<file path="config.mk">
export PLATFORM = sky130hd
export DESIGN_NAME = bscnt_unit
export DESIGN_NICKNAME = d
export VERILOG_FILES = /design/src/rtl/bscnt_pkg.sv /design/src/rtl/bscnt_prienc.sv /design/src/rtl/bscnt_core.sv /design/src/rtl/bscnt_unit.sv
export SDC_FILE = /design/constraint.sdc
export NUM_CORES = 1
export LEC_CHECK = 0
export ABC_AREA = 1
export CAP_MARGIN = 10
export CORE_MARGIN = 3
export CORE_UTILIZATION = 30
export CTS_BUF_LIST = sky130_fd_sc_hd__clkbuf_2 sky130_fd_sc_hd__clkbuf_4 sky130_fd_sc_hd__clkbuf_8
export CTS_CLUSTER_DIAMETER = 50
export CTS_CLUSTER_SIZE = 28
export DETAILED_ROUTE_END_ITERATION = 6
export MAX_ROUTING_LAYER = met4
export PLACE_DENSITY = 0.67
export SLEW_MARGIN = 20
export SYNTH_ARGS = -nofsm -noshare
export SYNTH_HDL_FRONTEND = slang
export SYNTH_SLANG_ARGS = --single-unit
</file>
<file path="constraint.sdc">
create_clock -name clk -period 5.8 [get_ports clk]
set_clock_uncertainty 0.05 [all_clocks]
set_input_delay 0.58 -clock clk [delete_from_list [all_inputs] [get_ports clk]]
set_output_delay 0.58 -clock clk [all_outputs]
set_load 0.01 [all_outputs]
</file>
<file path="src/rtl/bscnt_pkg.sv">
package bscnt_pkg;

  typedef enum logic {
    SCAN_FWD = 1'b0,
    SCAN_REV = 1'b1
  } scan_dir_e;

  typedef enum logic {
    SEM_LEGACY = 1'b0,
    SEM_COUNT  = 1'b1
  } sem_e;

  // Count semantics need both the prefix and the feature strap.
  function automatic sem_e pick_sem(input logic rep, input logic feat);
    return (rep && feat) ? SEM_COUNT : SEM_LEGACY;
  endfunction

endpackage

</file>
<file path="src/rtl/bscnt_prienc.sv">
module bscnt_prienc #(
  parameter int  W        = 64,
  parameter bit  FROM_MSB = 1'b1,
  localparam int IW       = $clog2(W)
) (
  input  logic [W-1:0]  vec,
  output logic [IW-1:0] idx,
  output logic          hit
);

  assign hit = |vec;

  generate
    if (FROM_MSB) begin : g_msb
      // Ascending walk: the last set bit seen is the highest one.
      always_comb begin
        idx = '0;
        for (int i = 0; i < W; i++) begin
          if (vec[i]) idx = IW'(i);
        end
      end
    end else begin : g_lsb
      // Descending walk: the last set bit seen is the lowest one.
      always_comb begin
        idx = '0;
        for (int i = W - 1; i >= 0; i--) begin
          if (vec[i]) idx = IW'(i);
        end
      end
    end
  endgenerate

endmodule

</file>
<file path="src/rtl/bscnt_core.sv">
module bscnt_core
  import bscnt_pkg::*;
#(
  parameter int  DW = 64,
  localparam int IW = $clog2(DW),
  localparam int HW = DW / 2
) (
  input  logic [DW-1:0] src,
  input  logic          size64,
  input  logic [DW-1:0] dst_in,
  input  logic          op_rev,
  input  logic          rep_pfx,
  input  logic          cnt_en,
  output logic [DW-1:0] data,
  output logic          cf,
  output logic          zf
);

  logic [DW-1:0] opnd;
  logic [DW-1:0] width_v;
  logic [IW-1:0] hi_idx, lo_idx;
  logic          hi_hit, lo_hit;
  sem_e          sem;
  scan_dir_e     dir;

  // Half-width operations see only the low half of the source.
  assign opnd    = size64 ? src : {{HW{1'b0}}, src[HW-1:0]};
  assign width_v = size64 ? DW'(DW) : DW'(HW);
  assign sem     = pick_sem(rep_pfx, cnt_en);
  assign dir     = scan_dir_e'(op_rev);

  bscnt_prienc #(.W(DW), .FROM_MSB(1'b1)) u_hi (
    .vec(opnd), .idx(hi_idx), .hit(hi_hit)
  );

  bscnt_prienc #(.W(DW), .FROM_MSB(1'b0)) u_lo (
    .vec(opnd), .idx(lo_idx), .hit(lo_hit)
  );

  logic [DW-1:0] sel_idx;
  logic [DW-1:0] cnt_val;

  always_comb begin
    sel_idx = (dir == SCAN_REV) ? DW'(hi_idx) : DW'(lo_idx);
    // Leading zeros = width - 1 - highest index; trailing zeros = lowest index.
    cnt_val = (dir == SCAN_REV) ? (width_v - DW'(1) - DW'(hi_idx)) : DW'(lo_idx);
  end

  always_comb begin
    if (sem == SEM_COUNT) begin
      if (!hi_hit) begin
        data = width_v;
        cf   = 1'b1;
        zf   = 1'b0;
      end else begin
        data = cnt_val;
        cf   = 1'b0;
        zf   = (cnt_val == '0);
      end
    end else begin
      if (!lo_hit) begin
        data = dst_in;
        cf   = 1'b0;
        zf   = 1'b1;
      end else begin
        data = sel_idx;
        cf   = 1'b0;
        zf   = 1'b0;
      end
    end
  end

endmodule

</file>
<file path="src/rtl/bscnt_unit.sv">
module bscnt_unit #(
  parameter int DW = 64
) (
  input  logic          clk,
  input  logic          rst,
  input  logic          req_valid,
  input  logic [DW-1:0] src,
  input  logic          size64,
  input  logic [DW-1:0] dst_in,
  input  logic          op_rev,
  input  logic          rep_pfx,
  input  logic          cnt_en,
  output logic          res_valid,
  output logic [DW-1:0] res_data,
  output logic          res_cf,
  output logic          res_zf
);

  logic [DW-1:0] nx_data;
  logic          nx_cf, nx_zf;

  bscnt_core #(.DW(DW)) u_core (
    .src    (src),
    .size64 (size64),
    .dst_in (dst_in),
    .op_rev (op_rev),
    .rep_pfx(rep_pfx),
    .cnt_en (cnt_en),
    .data   (nx_data),
    .cf     (nx_cf),
    .zf     (nx_zf)
  );

  always_ff @(posedge clk) begin
    if (rst) begin
      res_valid <= 1'b0;
      res_data  <= '0;
      res_cf    <= 1'b0;
      res_zf    <= 1'b0;
    end else begin
      res_valid <= req_valid;
      if (req_valid) begin
        res_data <= nx_data;
        res_cf   <= nx_cf;
        res_zf   <= nx_zf;
      end
    end
  end

endmodule

</file>
==> reports/results.tsv <==
metric	value	unit
syn-num-nets	828	
std_cell_rows	41	
tritoncts	yes	
postSynthRegisterBits	67	
slew_headroom	32.16	%
yosys-mux-area-fraction	0	%
finish.utilization	48.97	%
timing.final.hold_violations	0	
synth_area	0.004050	mm²
routed_wirelength	13000	µm
placeableCoreArea	0.01293	mm²
setup.worst_path.end	res_data[0]$_SDFFE_PP0P_	
drc_errors	0	
detail_route.iter0.violations	262	
yosys.area_share.simple	34.17	%
maxCapViolCount	0	
crit_path_frequent_cell	nand2_1	
power.share.sequential	41.5	%
clock_insertion_delay_worst_skew	0.34	ns
detailroute.via_count	4731	
holdCritPathClass	reg2reg	
min_period_over_period	80.44	%
global_route_total_overflow	0	
cts-buffers-inserted	9	
placement_setup_slack	0.7921	ns
avgViaCountPerCell	4.497	
min_period	4.665	ns
path_max_fanout	28	
ioPinCount	202	
combinational_family_with_the_most_area_after_synthesis	simple AND/OR/NAND/NOR gates	
reg_to_reg_endpoint	res_data[7]$_SDFFE_PP0P_	
cp.required	5.98	ns
gp_routability_congestion	0.8812	
final.setup.worst_slack	1.135	ns
synth_xor_xnor_area_share	0	%
die_area	0.01493	mm²
critPathCaptureType	register	
post_synth_fa_ha_maj_area_fraction	0.3089	%
synth_area_per_cell	5.853	µm²
power.share.clock	31.7	%
post_synth_inst_count	692	
initial_core_utilization	31.33	%
synth.area.top_cells	dfxtp_1, nand2_1, a21oi_1	
via_count_of_the_first_global_routing_pass	4337	
cellInternalPower	863.0	µW
worst_pin_slew	1.016	ns
critPathKind	in2reg	
cts.sink_count	67	
n_antenna_cell	0	
io_buffer_count	201	
max-vdd-ir-drop	0.0001082	V
synth_top_flop_cell	dfxtp_1	
routedWlPerCell	12.35	µm
synth_compound_gate_area_share	23.02	%
synth-edff-count	0	
synthMostInstantiatedCell	nand2_1	
fin_nets	1012	
cp-start-kind	input port	
antenna_found_initial	0	
antenna_violating_nets_post_route	0	
first_pass_grt_wire_length	20400	µm
cts.reportedPaths.clkPinSlew	0.07	ns
rr_worst_depth	2	
global_route.usage.total	17.32	%
syn2layout_area_growth	56.32	%
die_x	122.2	µm
timing.fmax	214.3	MHz
biggest_area_consumer_among_synthesized_cells	dfxtp_1	
startpoint	size64	
final_max_slew_viol_count	0	
p_leak	2.748	nW
fin_setup_tns	0	ns
switch_pwr	333.0	µW
arrival	4.85	ns
ys.warnings.count	0	
grt_max_degree	70	
seq_area_frac_synth	33.12	%
reg2reg_from	res_data[7]$_SDFFE_PP0P_	
netSwitchingFraction	27.84	%
critical_path.max_stage_delay	0.65	ns
most_frequent_cells_after_synthesis	nand2_1, a21oi_1, o21ai_0	
ctsRootBufferMaster	clkbuf_8	
comb_power_share	26.7	%
timing.final.setup_violations	0	
htree_num_levels	3	
cp_slowest_cell	clkdlybuf4s50_1	
timing.reg2reg.setup_slack	5.06	ns
place_hpwl	9798	µm
asyncSetResetFlopFracSynth	0	%
setup_repair_after_global_routing_missed_its_margin	false	
final_layout_size_suffix_gt1_share	3.636	%
ctsResizeCount	0	
die_height	122.2	µm
cts.repair_timing.setup_buffer_count	0	
drt_first_pass_iters	4	
ys_types	26	
power.density_cell_area	188.9	mW/mm²
clock_path_buffers	2	
yosysTopAreaCellShare	33.12	%
status	finished, final reports clean	
holdBufCountCts	0	
-- metal layers --
metal | wire (µm) | vias to the layer above | track usage [%]
met4 | 232 | 0 | 4.409
met5 | 0 | - | -
met3 | 866 | 18 | 4.364
met1 | 6001 | 2013 | 22.27
li1 | - | 2580 | -
met2 | 5895 | 120 | 27.31
-- worst max-delay path: cells and delay by family --
family | cells | cell delay, ns
simple gates | 65 | 3.32
buf+inv | 2 | 0.99
-- stage by stage --
step	std cells	hold slack (ns)	area, µm²	total power, mW
detailed placement	1037	0.4175	6140	0.8275
global placement	1037	0.4149	6140	0.8265
CTS	1052	0.4283	6331	1.212
finish	1052	0.4256	6331	1.196
global route	1052	0.4628	6331	1.269
floorplan	692	0.4439	4050	0.6567
-- kinds of logic (layout without fill, tap and decap cells) --
group | count (synthesis) | after routing
compound gates | 180 | 180
flops | 67 | 67
fa+ha+maj | 1 | 1
simple gates | 356 | 356
buf+inv | 88 | 276
-- cells in the final DEF (no fill, tap or decap), drive strengths merged --
master	instances
nand2	300
clkdlybuf4s50	200
o21ai	86
a21oi	80
dfxtp	67
inv	56
nor2	39
nand3	12
clkbuf	10
a31oi	5
buf	5
clkinv	4
o31ai	3
o211ai	3
nor3	2
nor4	2
nand4	1
a221oi	1
o221ai	1
o21bai	1
ha	1
bufinv	1
-- registers in the layout, summed over array words and instances (netlist names) --
name and count:
res_cf 1, res_valid 1, res_zf 1, res_data 64
-- worst min path at each step --
stage,startpoint,end,slack [ns],cells past startpoint
finish,res_cf$_SDFFE_PP0P_,res_cf$_SDFFE_PP0P_,0.43,2
global route,res_cf$_SDFFE_PP0P_,res_cf$_SDFFE_PP0P_,0.46,2
CTS,res_cf$_SDFFE_PP0P_,res_cf$_SDFFE_PP0P_,0.43,2
detailed placement,res_cf$_SDFFE_PP0P_,res_cf$_SDFFE_PP0P_,0.42,2
global placement,res_cf$_SDFFE_PP0P_,res_cf$_SDFFE_PP0P_,0.41,2
floorplan,res_cf$_SDFFE_PP0P_,res_cf$_SDFFE_PP0P_,0.44,2
-- power groups by stage --
stage | clock network (mW) | registers [mW] | logic (mW)
2_1_floorplan | 0 | 0.519 | 0.138
3_3_place_gp | 0 | 0.507 | 0.320
3_5_place_dp | 0 | 0.507 | 0.320
4_1_cts | 0.393 | 0.497 | 0.322
5_1_grt | 0.411 | 0.500 | 0.359
6_report | 0.379 | 0.497 | 0.320
-- cell type report --
| cell class | instances | area [µm²] |
|---|---|---|
| clock buffers | 10 | 137.6 |
| clock inverters | 5 | 53.80 |
| fillers | 1428 | 6596 |
| inverters | 56 | 210.2 |
| multi-input cells | 537 | 2336 |
| flip-flops and latches | 67 | 1341 |
| well taps | 172 | 215.2 |
| repair buffers | 205 | 2037 |
Power figures use the tool's default switching activity.
